$ cat src/rtl/pt_pkg.sv
package pt_pkg;

  // Fixed encodings of the control word
  localparam int CTRL_W  = 7;
  localparam int PRE_W   = 4;
  localparam int POST_W  = 4;

  typedef struct packed {
    logic [POST_W-1:0] post_sel;  // bits 6:3
    logic [1:0]        pre_sel;   // bits 2:1
    logic              on;        // bit 0
  } pt_ctrl_t;

  // Terminal prescaler count for a select code
  function automatic logic [PRE_W-1:0] pre_last(input logic [1:0] sel);
    logic [PRE_W-1:0] r;
    case (sel)
      2'b00:   r = PRE_W'(0);
      2'b01:   r = PRE_W'(3);
      default: r = PRE_W'(15);
    endcase
    return r;
  endfunction

endpackage

$ cat src/rtl/pt_cfg_regs.sv
module pt_cfg_regs
  import pt_pkg::*;
#(
  parameter int CNT_W = 8
) (
  input  logic             clk,
  input  logic             rst,
  input  logic             wr_period,
  input  logic             wr_ctrl,
  input  logic [CNT_W-1:0] wr_data,
  output pt_ctrl_t         ctrl_o,
  output logic [CNT_W-1:0] period_o
);

  pt_ctrl_t         ctrl_q;
  logic [CNT_W-1:0] period_q;

  always_ff @(posedge clk) begin
    if (rst) begin
      ctrl_q   <= '0;
      period_q <= '0;
    end else begin
      if (wr_ctrl)   ctrl_q   <= pt_ctrl_t'(wr_data[CTRL_W-1:0]);
      if (wr_period) period_q <= wr_data;
    end
  end

  // Bits above the control word carry no meaning
  generate
    if (CNT_W > CTRL_W) begin : g_spare
      logic unused_ctrl_bits;
      assign unused_ctrl_bits = ^wr_data[CNT_W-1:CTRL_W];
    end
  endgenerate

  assign ctrl_o   = ctrl_q;
  assign period_o = period_q;

endmodule

$ cat src/rtl/pt_prescaler.sv
module pt_prescaler
  import pt_pkg::*;
(
  input  logic             clk,
  input  logic             rst,
  input  logic             tick_en,
  input  logic             clear,
  input  logic [1:0]       sel,
  output logic [PRE_W-1:0] cnt_o,
  output logic             step_o
);

  logic [PRE_W-1:0] cnt_q;
  logic [PRE_W-1:0] last;
  logic             at_end;

  assign last   = pre_last(sel);
  // >= so that a lowered ratio never waits for a full wrap
  assign at_end = (cnt_q >= last);
  assign step_o = tick_en && at_end && !clear;

  always_ff @(posedge clk) begin
    if (rst || clear) begin
      cnt_q <= '0;
    end else if (tick_en) begin
      cnt_q <= at_end ? '0 : cnt_q + PRE_W'(1);
    end
  end

  assign cnt_o = cnt_q;

endmodule

$ cat src/rtl/pt_counter.sv
module pt_counter #(
  parameter int CNT_W = 8
) (
  input  logic             clk,
  input  logic             rst,
  input  logic             step_i,
  input  logic             load_i,
  input  logic [CNT_W-1:0] load_val_i,
  input  logic [CNT_W-1:0] period_i,
  output logic [CNT_W-1:0] count_o,
  output logic             wrap_o,
  output logic             match_o
);

  logic [CNT_W-1:0] count_q;
  logic             match_q;
  logic             hit;

  assign hit    = (count_q == period_i);
  assign wrap_o = step_i && !load_i && hit;

  always_ff @(posedge clk) begin
    if (rst) begin
      count_q <= '0;
      match_q <= 1'b0;
    end else begin
      match_q <= wrap_o;
      if (load_i)
        count_q <= load_val_i;
      else if (step_i)
        count_q <= hit ? '0 : count_q + CNT_W'(1);
    end
  end

  assign count_o = count_q;
  assign match_o = match_q;

endmodule

$ cat src/rtl/pt_postscaler.sv
module pt_postscaler
  import pt_pkg::*;
(
  input  logic              clk,
  input  logic              rst,
  input  logic              evt_i,
  input  logic              clear,
  input  logic [POST_W-1:0] sel,
  input  logic              irq_clr,
  output logic              irq_o
);

  logic [POST_W-1:0] cnt_q;
  logic              irq_q;
  logic              done;
  logic              fire;

  assign done = (cnt_q >= sel);
  assign fire = evt_i && done;

  always_ff @(posedge clk) begin
    if (rst || clear) begin
      cnt_q <= '0;
    end else if (evt_i) begin
      cnt_q <= done ? '0 : cnt_q + POST_W'(1);
    end
  end

  always_ff @(posedge clk) begin
    if (rst)          irq_q <= 1'b0;
    else if (irq_clr) irq_q <= 1'b0;
    else if (fire)    irq_q <= 1'b1;
  end

  assign irq_o = irq_q;

endmodule

$ cat src/rtl/period_timer.sv
module period_timer
  import pt_pkg::*;
#(
  parameter int CNT_W = 8
) (
  input  logic             clk,
  input  logic             rst,
  input  logic             tick,
  input  logic             wr_count,
  input  logic             wr_period,
  input  logic             wr_ctrl,
  input  logic [CNT_W-1:0] wr_data,
  input  logic             irq_clr,
  output logic [CNT_W-1:0] count_o,
  output logic [PRE_W-1:0] prescale_cnt_o,
  output logic             match_o,
  output logic             irq_o
);

  pt_ctrl_t         ctrl_q;
  logic [CNT_W-1:0] period_q;
  logic             tick_en;
  logic             step;
  logic             wrap;

  assign tick_en = tick && ctrl_q.on;

  pt_cfg_regs #(.CNT_W(CNT_W)) u_cfg (
    .clk      (clk),
    .rst      (rst),
    .wr_period(wr_period),
    .wr_ctrl  (wr_ctrl),
    .wr_data  (wr_data),
    .ctrl_o   (ctrl_q),
    .period_o (period_q)
  );

  pt_prescaler u_pre (
    .clk    (clk),
    .rst    (rst),
    .tick_en(tick_en),
    .clear  (wr_count),
    .sel    (ctrl_q.pre_sel),
    .cnt_o  (prescale_cnt_o),
    .step_o (step)
  );

  pt_counter #(.CNT_W(CNT_W)) u_cnt (
    .clk       (clk),
    .rst       (rst),
    .step_i    (step),
    .load_i    (wr_count),
    .load_val_i(wr_data),
    .period_i  (period_q),
    .count_o   (count_o),
    .wrap_o    (wrap),
    .match_o   (match_o)
  );

  pt_postscaler u_post (
    .clk    (clk),
    .rst    (rst),
    .evt_i  (wrap),
    .clear  (wr_count),
    .sel    (ctrl_q.post_sel),
    .irq_clr(irq_clr),
    .irq_o  (irq_o)
  );

endmodule

$ cat config.mk
export PLATFORM = sky130hd
export DESIGN_NAME = period_timer
export DESIGN_NICKNAME = d
export VERILOG_FILES = /design/src/rtl/pt_pkg.sv /design/src/rtl/pt_cfg_regs.sv /design/src/rtl/pt_prescaler.sv /design/src/rtl/pt_counter.sv /design/src/rtl/pt_postscaler.sv /design/src/rtl/period_timer.sv
export SDC_FILE = /design/constraint.sdc
export NUM_CORES = 1
export LEC_CHECK = 0
export ABC_AREA = 1
export ABC_CLOCK_PERIOD_IN_PS = 2100
export BUFFER_PORTS_ARGS = -buffer_cell sky130_fd_sc_hd__buf_2
export CAP_MARGIN = 25
export CORE_MARGIN = 10
export CORE_UTILIZATION = 41
export DETAILED_ROUTE_END_ITERATION = 10
export PLACE_DENSITY = 0.65
export SLEW_MARGIN = 15
export SYNTH_ARGS = -nofsm -noshare
export SYNTH_HDL_FRONTEND = slang
export SYNTH_SLANG_ARGS = --single-unit
export TNS_END_PERCENT = 20
$ cat constraint.sdc
create_clock -name clk -period 2.1 [get_ports clk]
set_input_delay 0.42 -clock clk [delete_from_list [all_inputs] [get_ports clk]]
set_output_delay 0.42 -clock clk [all_outputs]
set_load 0.01 [all_outputs]
==> results_dict.tcl, run 1 <==
set metrics [dict create \
    p_sw_uw 404.3 \
    start_kind "register" \
    max_stage_delay_ns 0.31 \
    syn-num-nets 315 \
    fp.dieW_um 89.75 \
    via_count 1835 \
    drc_errors 0 \
    swShare_pct 28.64 \
    antenna_found_initial 0 \
    worstMarginPinSlew_ns 0.4454 \
    fmax_mhz 586.9 \
    worst-setup-path-type "reg2reg" \
    grtUsageTotal_pct 11.51 \
    drive_above_1_share_pct 18.30 \
    timing.setup.tns_ns 0 \
    p_int_uw 1007 \
    required_ns 2.28 \
    clock_path_buffers 2 \
    cts_tree "done" \
    peakVddDrop_v 0.0003000 \
    grt_pass1_wl_um 7810 \
    setup_violations 0 \
    cpLargestDelayFamily "simple AND/OR/NAND/NOR gates" \
    die_area_um2 8054 \
    path_max_fanout 10 \
    synth_top_cell_area_share_pct 33.12 \
    first_iter_violations 145 \
    maxCapViolations 0 \
    clk_latency_ns 0.29 \
    wirelength_um 4552 \
    firstDrtPassIters 4 \
    core_area_um2 4723 \
    finalCriticalPeriod_ns 1.704 \
    outcome "finished clean" \
    p_clk_share_pct 34.2 \
    cts-buffers-inserted 5 \
    start_util_pct 42.23 \
    synth_top_cell_by_area "dfxtp_1" \
    p_seq_share_pct 48.8 \
    htree_levels 2 \
    synth_cell_types 26 \
    grt.overflow.total 0 \
    grt_pass1_vias 1695 \
    num_io_pins 29 \
    drv_slew 0 \
    cp_slowest_cell "dfxtp_1" \
    dp_hpwl_um 3587 \
    die_h_um 89.75 \
    gp_congestion 0.8077 \
    area_growth_pct 13.24 \
    cts-hold-fix-buffers 0 \
    antenna_cells 0 \
    comb_power_share_pct 17.1 \
    post-cts-setup-buffer-count 0 \
    syn_inst 289 \
    cts.sinks 33 \
    hold_class "in2reg" \
    finClkSkew_ns 0.003655 \
    place_inst 377 \
    finalNetCount 343 \
    final_hold_viol_count 0 \
    synth_area_um2 1994 \
    final_antenna_net_count 0 \
    rows 25 \
    ys_seq_area_share_pct 33.12 \
    power.leakage_uw 0.001134 \
    grt_setup_unrepaired "false" \
    final-instance-count-excl-fill 384 \
    synth_area_leaders "dfxtp_1 (33%), nand2_1 (9.6%), inv_1 (7.5%)" \
    worstPathArrival_ns 1.89 \
    clk_pin_slew_worst_paths_ns 0.06 \
    cp_common_cell "nor2_1" \
    ys_warn_count 0 \
    synth_seq_cells 33 \
    relSlewSlack_pct 70.27 \
    path_cells "nor2_1, inv_1, ha_1, nand4_1, nand3_1, nand2_4, nor2_8, nand2_2, nor2_1, nor2_1" \
    crit_buf_inv 1 \
    port_buffers 28 \
    holdWs_ns 0.3694 \
    fin_crit_sh_pct 81.13 \
    wl_per_cell_um 11.85 \
    root_buffer "clkbuf_8" \
    powerDensity_nw_per_um2 625.1 \
    viasPerCell 4.779 \
    syn_avg_cell_area_um2 6.901 \
    worst_setup_path_end_kind "register" \
    cts-resized-gates 0 \
    grt_max_degree 16 \
]
logic make-up (layout without fill, tap and decap cells):
logic type,count (synthesis),count (layout),share of synthesized area (%)
and+or+nand+nor,137,137,31.68
xor gates and xnor gates,13,13,6.462
DFF,33,33,33.12
adders and majority gates,11,11,6.901
AOI/OAI and AO/OA,41,41,10.48
buffers and inverters,54,82,11.35
through the flow:
| stage | worst slack, ns | power [uW] | area [um^2] | utilization (%) |
|---|---|---|---|---|
| after floorplan | 0.5568 | 881.7 | 1994 | - |
| after global placement | 0.4523 | 942.8 | 2172 | 45.99 |
| after detailed placement | 0.4134 | 946.0 | 2172 | 45.99 |
| after CTS | 0.3889 | 1431 | 2258 | 47.81 |
| after global routing | 0.2085 | 1490 | 2258 | 47.81 |
| final | 0.3963 | 1412 | 2258 | 47.81 |
flip-flops by register name, indices dropped and copies added, names as in the netlist:
name / cells
u_post.cnt_q: 4
u_cfg.ctrl_o: 7
u_pre.cnt_o: 4
u_post.irq_o: 1
u_cfg.period_o: 8
u_cnt.match_o: 1
u_cnt.count_o: 8
cells in the mapped netlist:
| master | count |
|---|---|
| a21oi_1 | 20 |
| xnor2_2 | 2 |
| xor2_1 | 8 |
| nor2_8 | 1 |
| buf_2 | 1 |
| xnor2_1 | 3 |
| a21oi_2 | 1 |
| nand2_2 | 7 |
| o21ai_1 | 3 |
| clkinv_1 | 2 |
| or2_2 | 1 |
| o21ai_0 | 17 |
| nand3_1 | 25 |
| nor2_4 | 2 |
| inv_2 | 4 |
| nor2_1 | 39 |
| dfxtp_1 | 33 |
| nand2_1 | 51 |
| inv_1 | 40 |
| nor3_1 | 2 |
| clkbuf_1 | 4 |
| nand4_1 | 4 |
| buf_6 | 3 |
| ha_1 | 11 |
| nand2_4 | 2 |
| nor2_2 | 3 |
final cells by class:
type	instances	area (um^2)
fill	495	2465
multi-input combinational	202	1107
sequential	33	660.6
inverter	46	172.7
timing repair buffer	29	147.6
clock buffer	7	86.33
tap	67	83.83
power by group through the flow:
stage / combinational, uW / sequential, uW / clock [uW]
after floorplan: 187 / 695 / 0
after global placement: 241 / 702 / 0
after detailed placement: 243 / 703 / 0
after CTS: 244 / 689 / 498
after global routing: 278 / 693 / 519
final: 241 / 689 / 482
worst reg2reg max path: stages, from the launching register on:
cell and delay, ns:
dfxtp_1 0.31, nor2_1 0.15, inv_1 0.06, ha_1 0.27, nand4_1 0.08, nand3_1 0.17
nand2_4 0.14, nor2_8 0.17, nand2_2 0.11, nor2_1 0.10, nor2_1 0.05
path summary, 6_finish.rpt:
kind	from	slack [ns]	end	depth (start not counted)
max reg2reg	u_cfg.ctrl_o[1]$_SDFFE_PP0P_	0.40	u_post.cnt_q[1]$_SDFFE_PP0P_	10
min	irq_clr	0.37	u_post.irq_o$_SDFFE_PP0P_	3
min reg2reg	u_post.irq_o$_SDFFE_PP0P_	0.45	u_post.irq_o$_SDFFE_PP0P_	2
max	u_cfg.ctrl_o[1]$_SDFFE_PP0P_	0.40	u_post.cnt_q[1]$_SDFFE_PP0P_	10
layer usage:
layer  part of all wire [%]  track usage (%)  up-vias
met5                      0                0        -
met4                    2.0            4.852        0
met1                     48            14.09      830
met3                    4.9            3.658        8
li1                       -                -      960
met2                     46            18.04       37
layout by cell type (no fill, tap or decap):
cell type | Yosys | final
xnor2_2 | 2 | 2
nor3_1 | 2 | 2
nand2_2 | 7 | 7
nand3_1 | 25 | 25
o21ai_0 | 17 | 17
nor2_4 | 2 | 2
xor2_1 | 8 | 8
a21oi_1 | 20 | 20
ha_1 | 11 | 11
clkbuf_1 | 4 | 1
buf_2 | 1 | 28
inv_1 | 40 | 40
nand4_1 | 4 | 4
nand2_4 | 2 | 2
nand2_1 | 51 | 51
o21ai_1 | 3 | 3
xnor2_1 | 3 | 3
inv_2 | 4 | 4
or2_2 | 1 | 1
buf_4 | 0 | 1
nor2_1 | 39 | 39
clkinv_1 | 2 | 2
clkbuf_8 | 0 | 6
nor2_8 | 1 | 1
a21oi_2 | 1 | 1
dfxtp_1 | 33 | 33
nor2_2 | 3 | 3
Note: power is estimated with default switching activity, not from simulation.
==> run 2: changes to the inputs <==
--- a/config.mk
+++ b/config.mk
@@ -6,13 +6,13 @@
 export NUM_CORES = 1
 export LEC_CHECK = 0
 export ABC_AREA = 1
-export ABC_CLOCK_PERIOD_IN_PS = 2100
+export ABC_CLOCK_PERIOD_IN_PS = 1500
 export BUFFER_PORTS_ARGS = -buffer_cell sky130_fd_sc_hd__buf_2
 export CAP_MARGIN = 25
 export CORE_MARGIN = 10
 export CORE_UTILIZATION = 41
 export DETAILED_ROUTE_END_ITERATION = 10
-export PLACE_DENSITY = 0.65
+export PLACE_DENSITY = 0.68
 export SLEW_MARGIN = 15
 export SYNTH_ARGS = -nofsm -noshare
 export SYNTH_HDL_FRONTEND = slang
==> constraint.sdc (replaced) <==
create_clock -name clk -period 1.5 [get_ports clk]
set_input_delay 0.3 -clock clk [delete_from_list [all_inputs] [get_ports clk]]
set_output_delay 0.3 -clock clk [all_outputs]
set_load 0.01 [all_outputs]
==> run 2 against run 1 <==
Net effect:
- the flow now finishes with violations (negative setup slack)
- power increased by 48%
- critical path depth is 1 higher
- worst setup slack got worse by 0.52 ns
- largest power group unchanged
- wire length is 10% higher
- clock-buffer cell count did not move
- cell area grew 13%
- highest routed layer unchanged
- via count rose by 4.1%
- die area is the same
- fmax increased by 5.0%
==> results_dict.tcl, run 2 (synthesized netlist as in run 1, its figures left out) <==
set metrics [dict create \
    comb_power_share_pct 21.4 \
    crit_buf_inv 3 \
    num_io_pins 29 \
    start_kind "register" \
    required_ns 1.73 \
    relSlewSlack_pct 72.16 \
    drv_slew 0 \
    reg2reg_slack_ns -0.12 \
    p_sw_uw 619.1 \
    final_cell_mix "nand2_1 (49), inv_1 (40), nor2_1 (36)" \
    cpLargestDelayFamily "simple AND/OR/NAND/NOR gates" \
    root_buffer "clkbuf_8" \
    firstDrtPassIters 4 \
    place_inst 395 \
    final_common_cell "nand2_1" \
    path_max_fanout 3 \
    grt.overflow.total 0 \
    via_count 1910 \
    area_growth_pct 27.98 \
    grtUsageTotal_pct 12.58 \
    final_hold_viol_count 0 \
    cts_tree "done" \
    final_util_pct 54.04 \
    final_antenna_net_count 0 \
    cp_common_cell "nor2_1" \
    fin_ws_ns -0.1233 \
    path_cells "nor2_2, inv_1, ha_1, nand4_1, nand3_4, buf_6, buf_6, nand4_1, nor2_1, nor2_1, nor2_1" \
    fp.dieW_um 89.75 \
    grt_pass1_vias 1838 \
    p_int_uw 1468 \
    htree_levels 2 \
    total_power_uw 2087 \
    finalCriticalPeriod_ns 1.623 \
    max_stage_delay_ns 0.32 \
    setup_violations 14 \
    wl_per_cell_um 12.34 \
    violations "negative setup slack" \
    p_clk_share_pct 32.6 \
    antenna_found_initial 0 \
    cp_slowest_cell "dfxtp_2" \
    grt_setup_unrepaired "true" \
    fmax_mhz 616.0 \
    worst_setup_path_end_kind "register" \
    fill_cells 473 \
    wirelength_um 5012 \
    core_area_um2 4723 \
    worstPathArrival_ns 1.86 \
    final-instance-count-excl-fill 406 \
    cts-hold-fix-buffers 0 \
    finalNetCount 365 \
    grt_max_degree 16 \
    drive_above_1_share_pct 29.20 \
    p_seq_share_pct 46.0 \
    swShare_pct 29.66 \
    antenna_cells 0 \
    power.leakage_uw 0.001261 \
    port_buffers 28 \
    finClkSkew_ns 0.005599 \
    outcome "complete, but fails checks" \
    die_h_um 89.75 \
    worstMarginPinSlew_ns 0.4171 \
    clk_pin_slew_worst_paths_ns 0.07 \
    post-place-ws_ns -0.1369 \
    worst-setup-path-type "reg2reg" \
    die_area_um2 8054 \
    cts-buffers-inserted 5 \
    grt_pass1_wl_um 8542 \
    fin_crit_sh_pct 108.2 \
    start_util_pct 42.23 \
    clk_latency_ns 0.29 \
    powerDensity_nw_per_um2 817.7 \
    rows 25 \
    drc_errors 0 \
    viasPerCell 4.704 \
    clock_path_buffers 2 \
    maxCapViolations 0 \
    cts.sinks 33 \
    peakVddDrop_v 0.0005639 \
    dp_hpwl_um 3835 \
    gp_congestion 0.8324 \
    hold_class "in2reg" \
    first_iter_violations 108 \
]
-- run 2: path summary, 6_finish.rpt --
kind                                                    from                            end  cells past startpoint
worst max-delay path            u_cfg.ctrl_o[1]$_SDFFE_PP0P_  u_cnt.count_o[7]$_SDFFE_PP0P_                     11
worst min-delay path                                 irq_clr      u_post.irq_o$_SDFFE_PP0P_                      3
worst max register to register  u_cfg.ctrl_o[1]$_SDFFE_PP0P_  u_cnt.count_o[7]$_SDFFE_PP0P_                     11
worst min register to register     u_post.irq_o$_SDFFE_PP0P_      u_post.irq_o$_SDFFE_PP0P_                      2
-- run 2: layer usage --
metal	track usage (%)	up-vias	wire length, um
met5	0	-	0
met1	15.12	862	2287
met3	2.743	7	261
li1	-	1006	-
met4	5.391	0	72
met2	20.94	35	2390
-- run 2: area by class of cell --
class / instances / area, um^2 / area share [%]
Timing Repair Buffer: 49 / 309.0 / 12.11
Multi-Input combinational cell: 204 / 1236 / 48.43
Sequential cell: 33 / 664.4 / 26.03
Tap cell: 67 / 83.83 / 3.284
Inverter: 46 / 172.7 / 6.765
Clock buffer: 7 / 86.33 / 3.382
-- run 2: power groups by stage --
stage / registers [uW] / logic (uW) / clock network, uW
final: 960 / 446 / 681
after global routing: 967 / 500 / 747
after CTS: 960 / 434 / 695
after global placement: 978 / 379 / 0
after detailed placement: 979 / 385 / 0
after floorplan: 973 / 264 / 0
-- run 2: worst reg2reg max path, cell delays in order, from the launching register on --
cell     delay (ns)
dfxtp_2        0.32
nor2_2         0.11
inv_1          0.05
ha_1           0.27
nand4_1        0.12
nand3_4        0.16
buf_6          0.14
buf_6          0.09
nand4_1        0.07
nor2_1         0.11
nor2_1         0.05
nor2_1         0.08
-- run 2: what timing repair did --
| action | 4_1_cts | 5_1_grt |
|---|---|---|
| setup endpoints to repair | 18 | 18 |
| gates resized for setup | 16 | 10 |
| setup buffers | 2 | 0 |
| pin swaps | 15 | 11 |
| cloned | 2 | 0 |
-- run 2: through the flow --
| stage | area [um^2] | hold slack, ns | TNS, ns |
|---|---|---|---|
| CTS | 2509 | 0.2426 | -1.303 |
| floorplan | 2001 | 0.4349 | 0 |
| detailed placement | 2313 | 0.4481 | -1.318 |
| global placement | 2313 | 0.4415 | -0.7239 |
| finish | 2552 | 0.2477 | -1.148 |
| global route | 2552 | 0.2497 | -2.740 |
==> run 3: changes to the inputs <==
--- a/config.mk
+++ b/config.mk
@@ -6,7 +6,7 @@
 export NUM_CORES = 1
 export LEC_CHECK = 0
 export ABC_AREA = 1
-export ABC_CLOCK_PERIOD_IN_PS = 1500
+export ABC_CLOCK_PERIOD_IN_PS = 1300
 export BUFFER_PORTS_ARGS = -buffer_cell sky130_fd_sc_hd__buf_2
 export CAP_MARGIN = 25
 export CORE_MARGIN = 10
==> constraint.sdc (replaced) <==
create_clock -name clk -period 1.3 [get_ports clk]
set_input_delay 0.26 -clock clk [delete_from_list [all_inputs] [get_ports clk]]
set_output_delay 0.26 -clock clk [all_outputs]
set_load 0.02 [all_outputs]
==> run 3 against run 2 <==
Net effect:
- the run still ends with negative setup slack left
- sequential share of layout area is 0.11 points lower
- via count is 2.1% higher
- wire length is 0.68% lower
- die area stayed put
- core utilization is 1.7 points higher
- non-clock buffer count is 16 higher
- largest power group unchanged
==> results_dict.tcl, run 3 (synthesized netlist as in run 1, its figures left out) <==
set metrics [dict create \
    outcome "complete, but fails checks" \
    violations "negative setup slack" \
    antenna_cells 0 \
    drive_above_1_share_pct 31.27 \
    finalCriticalPeriod_ns 1.603 \
    grt_setup_unrepaired "true" \
    fin_crit_sh_pct 123.3 \
    holdPathEnd "u_post.irq_o$_SDFFE_PP0P_" \
    htree_levels 2 \
    r2r_start "u_cfg.ctrl_o[2]$_SDFFE_PP0P_" \
    power.leakage_uw 0.001347 \
    fmax_mhz 623.7 \
    min_from "irq_clr" \
    final_cell_mix "nand2_1 (51), inv_1 (40), nor2_1 (38)" \
    path_max_fanout 11 \
    final_common_cell "nand2_1" \
    maxCapViolations 0 \
    root_buffer "clkbuf_8" \
    clock_path_buffers 2 \
    start_util_pct 42.23 \
    die_h_um 89.75 \
    grtUsageTotal_pct 12.92 \
    reg2reg_slack_ns -0.30 \
    required_ns 1.49 \
    hold_depth 3 \
    crit_buf_inv 2 \
    grt_max_degree 16 \
    viasPerCell 4.623 \
    cts.sinks 33 \
    dp_hpwl_um 3858 \
    final_hold_viol_count 0 \
    powerDensity_nw_per_um2 1002 \
    final_area_um2 2631 \
    critical_path_depth 11 \
    antenna_found_initial 0 \
    area_growth_pct 31.93 \
    relSlewSlack_pct 76.28 \
    worst-setup-path-type "reg2reg" \
    fin_ws_ns -0.3033 \
    worstMarginPinSlew_ns 0.3554 \
    cts_tree "done" \
    cp_slowest_cell "dfxtp_2" \
    via_count 1951 \
    worst_setup_path_end_kind "register" \
    clk_pin_slew_worst_paths_ns 0.07 \
    firstDrtPassIters 4 \
    fp.dieW_um 89.75 \
    rows 25 \
    total_power_uw 2636 \
    grt_pass1_vias 1980 \
    drv_slew 0 \
    die_area_um2 8054 \
    peakVddDrop_v 0.0008723 \
    worstPathArrival_ns 1.79 \
    path_cells "inv_1, ha_1, nand2_1, inv_1, nand2_1, nand3_2, nand2_8, nor2_8, nand2_4, nor2_1, nor2_1" \
    grt_pass1_wl_um 8769 \
    hold_class "in2reg" \
    port_buffers 28 \
    cpLargestDelayFamily "simple AND/OR/NAND/NOR gates" \
    gp_congestion 0.7874 \
    final_antenna_net_count 0 \
    max_stage_delay_ns 0.35 \
    post-cts-setup-buffer-count 0 \
    post-place-ws_ns -0.3053 \
    place_area_um2 2464 \
    finalNetCount 380 \
    drc_errors 0 \
    cts-buffers-inserted 5 \
    reg2reg_depth 11 \
    grt.overflow.total 0 \
    wl_per_cell_um 11.80 \
    first_iter_violations 99 \
    r2r_end "u_post.cnt_q[1]$_SDFFE_PP0P_" \
    cts-hold-fix-buffers 0 \
    wirelength_um 4978 \
    num_io_pins 29 \
    setup_violations 18 \
    clk_latency_ns 0.29 \
    start_kind "register" \
    core_area_um2 4723 \
    finClkSkew_ns 0.003347 \
]
run 3: power by group:
group	total [uW]	switching [uW]	internal, uW
registers	1110	47.3	1060
clock network	1010	390	625
logic	515	292	222
run 3: area by class of cell:
class                      instances  area, um^2
sequential                        33       681.9
multi-input combinational        203        1156
clock inverter                     1       30.03
fill                             435        2092
inverter                          46       172.7
tap                               67       83.83
clock buffer                       7       86.33
timing repair buffer              65       420.4
run 3: how the worst max path moves through the flow:
stage	from	end
after CTS	u_cfg.ctrl_o[1]$_SDFFE_PP0P_	u_post.cnt_q[1]$_SDFFE_PP0P_
after floorplan	u_cfg.ctrl_o[1]$_SDFFE_PP0P_	u_post.cnt_q[1]$_SDFFE_PP0P_
after global routing	u_cfg.ctrl_o[1]$_SDFFE_PP0P_	u_post.cnt_q[1]$_SDFFE_PP0P_
after global placement	u_cfg.ctrl_o[1]$_SDFFE_PP0P_	u_post.cnt_q[1]$_SDFFE_PP0P_
after detailed placement	u_cfg.ctrl_o[1]$_SDFFE_PP0P_	u_post.cnt_q[1]$_SDFFE_PP0P_
final	u_cfg.ctrl_o[2]$_SDFFE_PP0P_	u_post.cnt_q[1]$_SDFFE_PP0P_
run 3: per-stage QoR:
step	hold WS (ns)	util [%]	std cells	TNS, ns
after floorplan	0.3949	-	289	-2.210
after global placement	0.4422	52.16	413	-3.744
after global routing	0.2151	55.71	422	-6.895
after detailed placement	0.4467	52.16	413	-4.497
after CTS	0.2032	55.39	422	-4.825
final	0.2085	55.71	422	-4.690
run 3: worst register-to-register path, cell delays in order (launching register included):
cell,delay [ns]
dfxtp_2,0.35
inv_1,0.07
ha_1,0.30
nand2_1,0.06
inv_1,0.05
nand2_1,0.06
nand3_2,0.13
nand2_8,0.11
nor2_8,0.14
nand2_4,0.08
nor2_1,0.11
nor2_1,0.04
run 3: metal layers:
layer	share of wire [%]	vias to the layer above	track usage (%)
met4	2.0	0	5.795
met5	0	-	0
met3	6.3	8	3.658
met1	45	861	14.84
met2	46	42	21.67
li1	-	1040	-
run 3: repair_timing:
action,in CTS,in global routing
endpoints found under the setup margin,22,21
gates resized for setup,8,4
cloned,1,0
